--- src/rtl/spi_byte_pkg.sv ---
package spi_byte_pkg;
  localparam int ADDR_W = 5;
  localparam logic [ADDR_W-1:0] OFS_MODE   = 5'h00;
  localparam logic [ADDR_W-1:0] OFS_MODE2  = 5'h01;
  localparam logic [ADDR_W-1:0] OFS_RATE   = 5'h04;
  localparam logic [ADDR_W-1:0] OFS_STAT   = 5'h05;
  localparam logic [ADDR_W-1:0] OFS_DATA   = 5'h09;
  localparam logic [ADDR_W-1:0] OFS_PIN    = 5'h0D;
  localparam logic [ADDR_W-1:0] OFS_PINDIR = 5'h10;

  // mode byte fields in bit order 7..0 (bit 5 reads as zero)
  typedef struct packed {
    logic irq_en;
    logic sys_en;
    logic spare;
    logic master;
    logic pol;
    logic pha;
    logic ss_drv;
    logic lsb_first;
  } mode_t;
endpackage

--- src/rtl/spi_rate_div.sv ---
module spi_rate_div #(
  parameter int PRE_W = 3,
  parameter int EXP_W = 3
) (
  input  logic             clk,
  input  logic             rst_n,
  input  logic             run,
  input  logic [PRE_W-1:0] pre,
  input  logic [EXP_W-1:0] expo,
  output logic             tick
);
  localparam int CNT_W = PRE_W + (1 << EXP_W);

  logic [CNT_W-1:0] half;
  logic [CNT_W-1:0] cnt_q, cnt_d;
  logic             wrap;

  assign half = (CNT_W'(pre) + CNT_W'(1)) << expo;
  assign wrap = (cnt_q == half - CNT_W'(1));
  assign tick = run & wrap;

  always_comb begin
    cnt_d = cnt_q;
    if (!run)      cnt_d = '0;
    else if (wrap) cnt_d = '0;
    else           cnt_d = cnt_q + CNT_W'(1);
  end

  always_ff @(posedge clk or negedge rst_n) begin
    if (!rst_n) cnt_q <= '0;
    else        cnt_q <= cnt_d;
  end

  a_r6_count_in_range: assert property (@(posedge clk) disable iff (!rst_n)
    run |-> (cnt_q < half));
endmodule

--- src/rtl/spi_shift_core.sv ---
module spi_shift_core #(
  parameter int DATA_W = 8
) (
  input  logic              clk,
  input  logic              rst_n,
  input  logic              start,
  input  logic              abort,
  input  logic [DATA_W-1:0] tx_byte,
  input  logic              pol,
  input  logic              pha,
  input  logic              lsb_first,
  input  logic              tick,
  input  logic              miso,
  output logic              busy,
  output logic              sck,
  output logic              mosi,
  output logic              done,
  output logic [DATA_W-1:0] rx_byte
);
  localparam int EDGES = 2 * DATA_W;
  localparam int ECW   = $clog2(EDGES);
  localparam int IDXW  = $clog2(DATA_W);

  logic              busy_q, busy_d;
  logic [ECW-1:0]    edge_q, edge_d;
  logic              ph_q, ph_d;
  logic              mosi_q, mosi_d;
  logic [DATA_W-1:0] tx_q, tx_d;
  logic [DATA_W-1:0] rx_q, rx_d;
  logic              first_half, samp, shft, last_edge;
  logic [IDXW-1:0]   pair;
  logic [DATA_W-1:0] rx_next;

  function automatic logic pick(input logic [DATA_W-1:0] b, input logic [IDXW-1:0] i,
                                input logic lsb);
    return lsb ? b[i] : b[DATA_W-1-int'(i)];
  endfunction

  assign first_half = ~edge_q[0];
  assign pair       = edge_q[ECW-1:1];
  assign samp       = busy_q & tick & (pha ? ~first_half : first_half);
  assign shft       = busy_q & tick & (pha ? first_half : ~first_half);
  assign last_edge  = (edge_q == ECW'(EDGES - 1));
  assign rx_next    = lsb_first ? {miso, rx_q[DATA_W-1:1]} : {rx_q[DATA_W-2:0], miso};

  always_comb begin
    busy_d = busy_q;
    edge_d = edge_q;
    ph_d   = ph_q;
    mosi_d = mosi_q;
    tx_d   = tx_q;
    rx_d   = rx_q;
    if (start && !busy_q) begin
      busy_d = 1'b1;
      edge_d = '0;
      ph_d   = 1'b0;
      tx_d   = tx_byte;
      rx_d   = '0;
      if (!pha) mosi_d = pick(tx_byte, '0, lsb_first);
    end else if (busy_q) begin
      if (abort) begin
        busy_d = 1'b0;
        ph_d   = 1'b0;
      end else if (tick) begin
        ph_d   = ~ph_q;
        edge_d = edge_q + ECW'(1);
        if (samp) rx_d = rx_next;
        if (shft) begin
          if (pha)                           mosi_d = pick(tx_q, pair, lsb_first);
          else if (pair != IDXW'(DATA_W-1))  mosi_d = pick(tx_q, pair + IDXW'(1), lsb_first);
        end
        if (last_edge) busy_d = 1'b0;
      end
    end
  end

  always_ff @(posedge clk or negedge rst_n) begin
    if (!rst_n) begin
      busy_q <= 1'b0;
      edge_q <= '0;
      ph_q   <= 1'b0;
      mosi_q <= 1'b0;
      tx_q   <= '0;
      rx_q   <= '0;
    end else begin
      busy_q <= busy_d;
      edge_q <= edge_d;
      ph_q   <= ph_d;
      mosi_q <= mosi_d;
      tx_q   <= tx_d;
      rx_q   <= rx_d;
    end
  end

  assign busy    = busy_q;
  assign sck     = pol ^ ph_q;
  assign mosi    = mosi_q;
  assign done    = busy_q & ~abort & tick & last_edge;
  assign rx_byte = samp ? rx_next : rx_q;

  a_r3_sck_rests: assert property (@(posedge clk) disable iff (!rst_n)
    !busy_q |-> (sck == pol));
  a_r2_done_ends_shift: assert property (@(posedge clk) disable iff (!rst_n)
    done |=> !busy_q);
endmodule

--- src/rtl/spi_reg_block.sv ---
module spi_reg_block
  import spi_byte_pkg::*;
#(
  parameter int DATA_W = 8
) (
  input  logic              clk,
  input  logic              rst_n,
  input  logic              bus_sel,
  input  logic              bus_wr,
  input  logic              bus_rd,
  input  logic [ADDR_W-1:0] bus_addr,
  input  logic [DATA_W-1:0] bus_wdata,
  output logic [DATA_W-1:0] bus_rdata,
  input  logic              busy,
  input  logic              done,
  input  logic [DATA_W-1:0] rx_byte,
  input  logic              ss_in_n,
  output mode_t             mode,
  output logic [2:0]        pre,
  output logic [2:0]        expo,
  output logic              start,
  output logic              abort,
  output logic              irq_done,
  output logic              irq_fault,
  output logic              ss_out_n,
  output logic              ss_oe
);
  localparam int SS_BIT = 3;

  mode_t             mode_q, mode_d;
  logic [DATA_W-1:0] mode2_q, mode2_d;
  logic [DATA_W-1:0] rate_q, rate_d;
  logic [DATA_W-1:0] pin_q, pin_d;
  logic [DATA_W-1:0] dir_q, dir_d;
  logic [DATA_W-1:0] rxbuf_q, rxbuf_d;
  logic              cmpl_q, cmpl_d, coll_q, coll_d, flt_q, flt_d, arm_q, arm_d;
  logic              wr_hit, rd_stat, rd_data, wr_data, master_on, coll_set, flt_set, clr;

  assign wr_hit    = bus_sel & bus_wr;
  assign wr_data   = wr_hit & (bus_addr == OFS_DATA);
  assign rd_stat   = bus_sel & bus_rd & (bus_addr == OFS_STAT);
  assign rd_data   = bus_sel & bus_rd & (bus_addr == OFS_DATA);
  assign master_on = mode_q.sys_en & mode_q.master;
  assign start     = wr_data & master_on & ~busy;
  assign coll_set  = wr_data & master_on & busy;
  assign flt_set   = master_on & ~dir_q[SS_BIT] & ~ss_in_n;
  assign abort     = flt_set | ~master_on;
  assign clr       = rd_data & arm_q;

  always_comb begin
    mode_d  = mode_q;
    mode2_d = mode2_q;
    rate_d  = rate_q;
    pin_d   = pin_q;
    dir_d   = dir_q;
    if (wr_hit) begin
      unique case (bus_addr)
        OFS_MODE:   mode_d  = mode_t'(bus_wdata & 8'hDF);
        OFS_MODE2:  mode2_d = bus_wdata;
        OFS_RATE:   rate_d  = bus_wdata & 8'h77;
        OFS_PIN:    pin_d   = bus_wdata;
        OFS_PINDIR: dir_d   = bus_wdata;
        default: ;
      endcase
    end
    rxbuf_d = done ? rx_byte : rxbuf_q;
    cmpl_d  = done     | (cmpl_q & ~clr);
    coll_d  = coll_set | (coll_q & ~clr);
    flt_d   = flt_set  | (flt_q  & ~clr);
    arm_d   = arm_q;
    if (rd_stat && (cmpl_q || coll_q || flt_q)) arm_d = 1'b1;
    if (rd_data)                                 arm_d = 1'b0;
  end

  always_ff @(posedge clk or negedge rst_n) begin
    if (!rst_n) begin
      mode_q  <= '0;
      mode2_q <= '0;
      rate_q  <= '0;
      pin_q   <= 8'h08;
      dir_q   <= '0;
      rxbuf_q <= '0;
      cmpl_q  <= 1'b0;
      coll_q  <= 1'b0;
      flt_q   <= 1'b0;
      arm_q   <= 1'b0;
    end else begin
      mode_q  <= mode_d;
      mode2_q <= mode2_d;
      rate_q  <= rate_d;
      pin_q   <= pin_d;
      dir_q   <= dir_d;
      rxbuf_q <= rxbuf_d;
      cmpl_q  <= cmpl_d;
      coll_q  <= coll_d;
      flt_q   <= flt_d;
      arm_q   <= arm_d;
    end
  end

  always_comb begin
    bus_rdata = '0;
    if (bus_sel && bus_rd) begin
      unique case (bus_addr)
        OFS_MODE:   bus_rdata = mode_q;
        OFS_MODE2:  bus_rdata = mode2_q;
        OFS_RATE:   bus_rdata = rate_q;
        OFS_STAT:   bus_rdata = {cmpl_q, coll_q, 1'b0, flt_q, 4'b0000};
        OFS_DATA:   bus_rdata = rxbuf_q;
        OFS_PIN:    bus_rdata = pin_q;
        OFS_PINDIR: bus_rdata = dir_q;
        default:    bus_rdata = '0;
      endcase
    end
  end

  assign mode      = mode_q;
  assign pre       = rate_q[6:4];
  assign expo      = rate_q[2:0];
  assign irq_done  = mode_q.irq_en & cmpl_q;
  assign irq_fault = mode_q.irq_en & flt_q;
  assign ss_out_n  = pin_q[SS_BIT];
  assign ss_oe     = dir_q[SS_BIT];

  a_r7_collision_flags: assert property (@(posedge clk) disable iff (!rst_n)
    (wr_data && master_on && busy) |=> coll_q);
  a_r9_fault_flags: assert property (@(posedge clk) disable iff (!rst_n)
    (master_on && !dir_q[SS_BIT] && !ss_in_n) |=> flt_q);
  a_r2_flag_from_done: assert property (@(posedge clk) disable iff (!rst_n)
    $rose(cmpl_q) |-> $past(done));
  a_r8_qualified_clear: assert property (@(posedge clk) disable iff (!rst_n)
    (rd_data && arm_q && !done) |=> !cmpl_q);
endmodule

--- src/rtl/spi_byte_master.sv ---
module spi_byte_master
  import spi_byte_pkg::*;
#(
  parameter int DATA_W = 8
) (
  input  logic              clk,
  input  logic              rst_n,
  input  logic              bus_sel,
  input  logic              bus_wr,
  input  logic              bus_rd,
  input  logic [ADDR_W-1:0] bus_addr,
  input  logic [DATA_W-1:0] bus_wdata,
  output logic [DATA_W-1:0] bus_rdata,
  output logic              irq_done,
  output logic              irq_fault,
  output logic              sck,
  output logic              mosi,
  input  logic              miso,
  output logic              ss_out_n,
  output logic              ss_oe,
  input  logic              ss_in_n
);
  logic [1:0]        rst_sync_q;
  logic              core_rst_n;
  mode_t             mode;
  logic [2:0]        pre, expo;
  logic              start, abort, busy, done, tick;
  logic [DATA_W-1:0] rx_byte;

  always_ff @(posedge clk or negedge rst_n) begin
    if (!rst_n) rst_sync_q <= 2'b00;
    else        rst_sync_q <= {rst_sync_q[0], 1'b1};
  end
  assign core_rst_n = rst_sync_q[1];

  spi_reg_block #(.DATA_W(DATA_W)) u_regs (
    .clk(clk), .rst_n(core_rst_n),
    .bus_sel(bus_sel), .bus_wr(bus_wr), .bus_rd(bus_rd),
    .bus_addr(bus_addr), .bus_wdata(bus_wdata), .bus_rdata(bus_rdata),
    .busy(busy), .done(done), .rx_byte(rx_byte), .ss_in_n(ss_in_n),
    .mode(mode), .pre(pre), .expo(expo), .start(start), .abort(abort),
    .irq_done(irq_done), .irq_fault(irq_fault),
    .ss_out_n(ss_out_n), .ss_oe(ss_oe)
  );

  spi_rate_div #(.PRE_W(3), .EXP_W(3)) u_div (
    .clk(clk), .rst_n(core_rst_n), .run(busy),
    .pre(pre), .expo(expo), .tick(tick)
  );

  spi_shift_core #(.DATA_W(DATA_W)) u_shift (
    .clk(clk), .rst_n(core_rst_n), .start(start), .abort(abort),
    .tx_byte(bus_wdata), .pol(mode.pol), .pha(mode.pha),
    .lsb_first(mode.lsb_first), .tick(tick), .miso(miso),
    .busy(busy), .sck(sck), .mosi(mosi), .done(done), .rx_byte(rx_byte)
  );
endmodule

--- config.mk ---
export PLATFORM = sky130hd
export DESIGN_NAME = spi_byte_master
export DESIGN_NICKNAME = d
export VERILOG_FILES = /design/src/rtl/spi_byte_pkg.sv /design/src/rtl/spi_rate_div.sv /design/src/rtl/spi_shift_core.sv /design/src/rtl/spi_reg_block.sv /design/src/rtl/spi_byte_master.sv
export SDC_FILE = /design/constraint.sdc
export NUM_CORES = 1
export LEC_CHECK = 0
export BUFFER_PORTS_ARGS = -buffer_cell sky130_fd_sc_hd__buf_2
export CAP_MARGIN = 20
export CORE_UTILIZATION = 45
export CTS_CLUSTER_DIAMETER = 120
export DETAILED_ROUTE_END_ITERATION = 6
export SLEW_MARGIN = 10
export SYNTH_ARGS = -nofsm -noshare
export SYNTH_HDL_FRONTEND = slang
export SYNTH_SLANG_ARGS = --single-unit
export TNS_END_PERCENT = 1
--- constraint.sdc ---
create_clock -name clk -period 2.7 [get_ports clk]
set_clock_uncertainty 0.15 [all_clocks]
set_input_delay 0.135 -clock clk [delete_from_list [all_inputs] [get_ports clk]]
set_output_delay 0.135 -clock clk [all_outputs]
set_load 0.005 [all_outputs]
## Yosys cells after proc, flatten, opt, wreduce, memory -nomap -nowiden

Cells that the tools add are included.

- Flip-flop bits (word level): 85
- Latch bits: 0
- Memory bits (writable): 0
- Bits in read-only memories: 0
- Output and inout bits: 14
- Logic and storage cells: 153
- Memories kept: 0

- Add/sub/neg operators: 7
- Multipliers: 0
- Div/mod/pow operators: 0
- Order comparisons: 4
- Eq/ne operators: 11
- Shift operators: 1
- Multiplexer cells: 48
- Bitwise logic cells: 37
- Reduce and logical (&&, ||, !) cells: 21

Operator list:

| operator | number |
|---|---|
| $lt A32 B5 Y1 const B | 2 |
| $mux W8 | 7 |
| $pmux W8 S7 | 1 |
| $mux W1 | 30 |
| $and A1 B1 Y1 | 24 |
| $mux W11 | 2 |
| $mux W4 | 4 |
| $bmux W1 S3 | 4 |
| $reduce_and A2 Y1 | 6 |
| $add A11 B1 Y11 const B | 1 |
| $eq A11 B11 Y1 | 1 |
| $shl A11 B3 Y11 | 1 |
| $sub A11 B1 Y11 const B | 1 |
| $eq A5 B3 Y1 const B | 2 |
| $eq A5 B4 Y1 const B | 2 |
| $lt A3 B4 Y1 const B | 2 |
| $not A1 Y1 | 8 |
| $reduce_bool A2 Y1 | 4 |
| $sub A3 B3 Y4 const A | 2 |
| $reduce_and A6 Y1 | 1 |
| $reduce_bool A3 Y1 | 2 |
| $eq A5 B1 Y1 const B | 1 |
| $eq A5 B5 Y1 const B | 1 |
| $logic_not A5 Y1 | 1 |
| other kinds (12) | 19 |

## Depth between registers and ports, before layout

- Depth after elaboration: 13
- Depth in mapped cells: 13
- Mapped depth without buffers: 12

## By module

From an unflattened synthesis, not the netlist that was laid out.

- Cells, all modules: 519
- Area total of the unflattened synthesis: 5,406.4 um^2

Modules (own cells, without submodules):

| module | times used | cells each | area each (um^2) |
|---|---|---|---|
| spi_reg_block | 1 | 193 | 2,441.1 |
| spi_shift_core | 1 | 161 | 1,579.0 |
| spi_rate_div | 1 | 162 | 1,332.5 |
| spi_byte_master | 1 | 3 | 53.8 |

## Worst setup path before layout

OpenSTA, ideal clock, no wires.

- Path kind: reg-to-reg
- Start point: reg u_regs.rate_q[5]
- End point: reg u_regs.rxbuf_q[0]
- Arrival: 3,462 ps
- Data required time: 2,425 ps
- Slack: -1,036 ps
- Stages on the path, launching flop included: 13
- Path buffers: 0
- Clock period less this slack: 3,736 ps
- Cells stage by stage: dfrtp_1 -> ha_1 -> nand2b_1 -> a21o_1 -> ha_1 -> inv_1 -> a221oi_2 -> nand4b_1 -> mux2_2 -> a2111o_1 -> nor3_2 -> nor4b_4 -> mux2_2

- Cells in the longest elaborated chain, start to end: 8
- Elaborated cells between the ends (all ways): 10

RTL lines:

| element | RTL line | text |
|---|---|---|
| start, declared | spi_reg_block.sv:32 | `logic [DATA_W-1:0] rate_q, rate_d;` |
| start signal, assigned | spi_reg_block.sv:90 | `rate_q <= rate_d;` |
| $add A3 B1 Y4 (*) | spi_rate_div.sv:18 | `assign half = (CNT_W'(pre) + CNT_W'(1)) << expo;` |
| $shl A11 B3 Y11 (*) | spi_rate_div.sv:18 |  |
| $sub A11 B1 Y11 (*) | spi_rate_div.sv:19 | `assign wrap = (cnt_q == half - CNT_W'(1));` |
| $eq A11 B11 Y1 (*) | spi_rate_div.sv:19 |  |
| $and A1 B1 Y1 (*) | spi_rate_div.sv:20 | `assign tick = run & wrap;` |
| $and A1 B1 Y1 (2 in series) | spi_shift_core.sv:41 | `assign samp = busy_q & tick & (pha ? ~first_half : first_half);` |
| $mux W8 | spi_shift_core.sv:99 | `assign rx_byte = samp ? rx_next : rx_q;` |
| end signal, assigned | spi_reg_block.sv:93 | `rxbuf_q <= rxbuf_d;` |
| end, declared | spi_reg_block.sv:35 | `logic [DATA_W-1:0] rxbuf_q, rxbuf_d;` |

Mark *: on every way between the ends. The rest lies on a longest branch, timed or not.
A chain may end at the register's enable or synchronous reset.

## Worst setup path in the final report

- Start point: reg u_regs.rate_q[4]
- End point: reg u_regs.rxbuf_q[6]

The elaborated chain is that of the path after synthesis.

==> reports/metrics.cfg <==
[run_status]
status = complete, but fails checks
violations = negative setup slack

[synth]
ys_warn_count = 0
async_flop_share = 1.000
syn-num-nets = 528
ys_ff_latch = 85
syn_area_mm2 = 0.005136
ys_seq_area_frac = 0.4144
ys.flop_type = dfrtp_1
yosysTopAreaCellShare = 0.4093
ys_types = 61
synth-edff-count = 0
synthCells = 502
avgSynthCellArea_um2 = 10.23
yosys.area.top_type = dfrtp_1
ys_top_cells_by_area = dfrtp_1, mux2_2, nand2_1

[clock_tree]
clkLatencyLatePin_ns = 0.34
clk_pin_slew_ns = 0.07
cts_sinks = 85
cts_buffer_depth = 2
cts-buffers-inserted = 9
root_buffer = clkbuf_16
htree_num_levels = 3
cts_tree = yes

[worst_hold_path]
min_from = bus_rd
hp-class = input port to flop

[die]
core.rowCount = 38
core_mm2 = 0.01098
chipWidth_um = 108.8
dieArea_mm2 = 0.01185
start_util = 0.4676
die_h_um = 108.8
io_pins = 34

[grt]
grt_overflow = 0
antenna_found_initial = 0
grt_start_max_net_pins = 84
grtUsageTotal = 0.2592
grt_pass1_vias = 4451
grt_pass1_wl_mm = 23.18

[power_and_ir_drop]
total_power_uw = 3598
p_leak_uw = 0.002976
p_per_area_mw_per_mm2 = 555.4
ir_drop_uv = 399.0

[sta]
max-slew-margin-rel = 0.6309
hold-worst-slack_ns = 0.04829
worst_slack_ns = -0.8311
finalCriticalPeriod_ns = 3.531
grt_setup_unrepaired = true
hold_viol_final = 0
finalSetupViolations = 35
worstMarginPinSlew_ns = 0.5520
max_freq_mhz = 283.2
finalCritPeriodShare = 1.308
drv_slew = 0

[final_layout]
utilization = 0.5899
layout-drive-gt1-share = 0.3431
nFillCells = 971
seq_area_mm2 = 0.002135
syn_to_final_growth_pct = 26.14
diodes = 0
layout_common_cells = dfrtp_1, buf_4, nand2_1
final_nets = 636
multi_input_area_mm2 = 0.002977
final_common_cell = dfrtp_1
fin_cells = 755

[critical_path]
cpPeakStageDelay_ns = 0.44
endpoint_kind = flop
cp.required_ns = 2.78
r2r_start = u_regs.rate_q[4]
crit_path_start_kind = flop
path_cells = ha_4 -> nand2b_4 -> a21o_1 -> ha_2 -> inv_1 -> buf_4 -> a221oi_4 -> nand4b_1 -> mux2_2 -> a2111o_1 -> nor3_4 -> nor4b_4 -> buf_4 -> mux2_2
worstSetupPathType = flop to flop
slowest_stage = dfrtp_2
arrival_ns = 3.61
cp_max_fo = 6
worstSetupStartpoint = u_regs.rate_q[4]
cp_top_family = compound AO/OA/AOI/OAI gates
cp_num_buf_inv = 3

[placement]
port_buffers = 33
placed_cells = 724
place_congestion = 0.9345
pre_cts_ws_ns = -0.8744
dp_hpwl_mm = 10.10

[route]
avgRoutedWirePerCell_um = 18.28
routed_wl_mm = 13.80
via_per_inst = 5.825
drtIter0Drc = 326
dr.pass1.iters = 5
routed-via-count = 4398
ant_nets = 0
drc = 0

[run]
maxCapViolCount = 0

repair_timing:
action	CTS	global route
cloned	1	0
hold buffers	11	0
endpoints found under the setup margin	35	35
pin swaps	3	2
endpoints found under the hold margin	12	0
buffers inserted	3	0
gates resized for setup	5	11
power breakdown:
group          internal, uW  total (uW)  switching (uW)
combinational           516         980             464
sequential             1360        1430            73.6
clock                   642        1190             546
worst min-delay path: stages:
cell	delay, ns
buf_2	0.12
nand2_1	0.07
o21ai_0	0.08
o21ai_0	0.08
path summary, 6_finish.rpt:
path	cells after the start	endpoint	slack (ns)
max in group asynchronous	3	rst_sync_q[1]	1.75
hold reg to reg	1	u_regs.pin_q[7]	0.19
setup reg to reg	14	u_regs.rxbuf_q[6]	-0.83
min in group asynchronous	1	u_regs.pin_q[7]	0.19
hold / removal	4	u_regs.arm_q	0.05
setup / recovery	14	u_regs.rxbuf_q[6]	-0.83
flip-flops by register name (all words and copies together), names as in the netlist, 2 cells and up:
name            count
u_regs.pin_q        8
u_div.cnt_q        11
u_shift.rx_q        8
u_regs.dir_q        8
u_regs.rate_q       6
u_shift.tx_q        8
u_regs.mode         7
u_regs.rxbuf_q      8
rst_sync_q          2
u_shift.edge_q      4
u_regs.mode2_q      8
cells by family (layout without fill, tap and decap cells):
group           Yosys count  in the layout  synth area share
compound gates           86             86            0.1172
fa+ha+maj                 6              6           0.01462
other cells               1              1         0.0007301
simple gates            179            179            0.1734
mux                      88             88            0.2114
flops                    85             85            0.4144
xor+xnor                 24             24           0.04239
buf+inv                  33            146           0.02582
per-layer routing:
metal,vias to the layer above,global-route usage,share of wire
li1,2072,-,-
met1,2228,0.3347,0.44
met2,79,0.4417,0.51
met3,19,0.04543,0.037
met4,0,0.08205,0.018
met5,-,0,0
synth_stat cells (7+ instances only):
| library cell | n |
|---|---|
| clkbuf_1 | 12 |
| xnor2_1 | 10 |
| nand2b_1 | 8 |
| o21ai_0 | 22 |
| nor3_1 | 7 |
| nor2_1 | 28 |
| nand3_1 | 23 |
| xor2_1 | 13 |
| dfrtp_1 | 84 |
| nand2_1 | 67 |
| inv_1 | 12 |
| mux2_2 | 54 |
| mux2i_1 | 23 |
| a21oi_1 | 10 |
| mux4_2 | 11 |
| nand4_1 | 10 |
area by class of cell:
type,instances,area share
Inverter,12,0.006952
Multi-Input combinational cell,384,0.4594
Tap cell,140,0.02704
Clock inverter,6,0.008497
Timing Repair Buffer,118,0.1333
Sequential cell,85,0.3295
Clock buffer,10,0.03534
metrics by stage:
| stage | instance area, um^2 | TNS (ns) |
|---|---|---|
| CTS | 6436 | -26.33 |
| finish | 6479 | -23.71 |
| global route | 6479 | -30.33 |
| detailed placement | 5997 | -27.98 |
| floorplan | 5190 | -21.06 |
| global placement | 5997 | -25.02 |
Note: power is estimated with default switching activity, not from simulation.
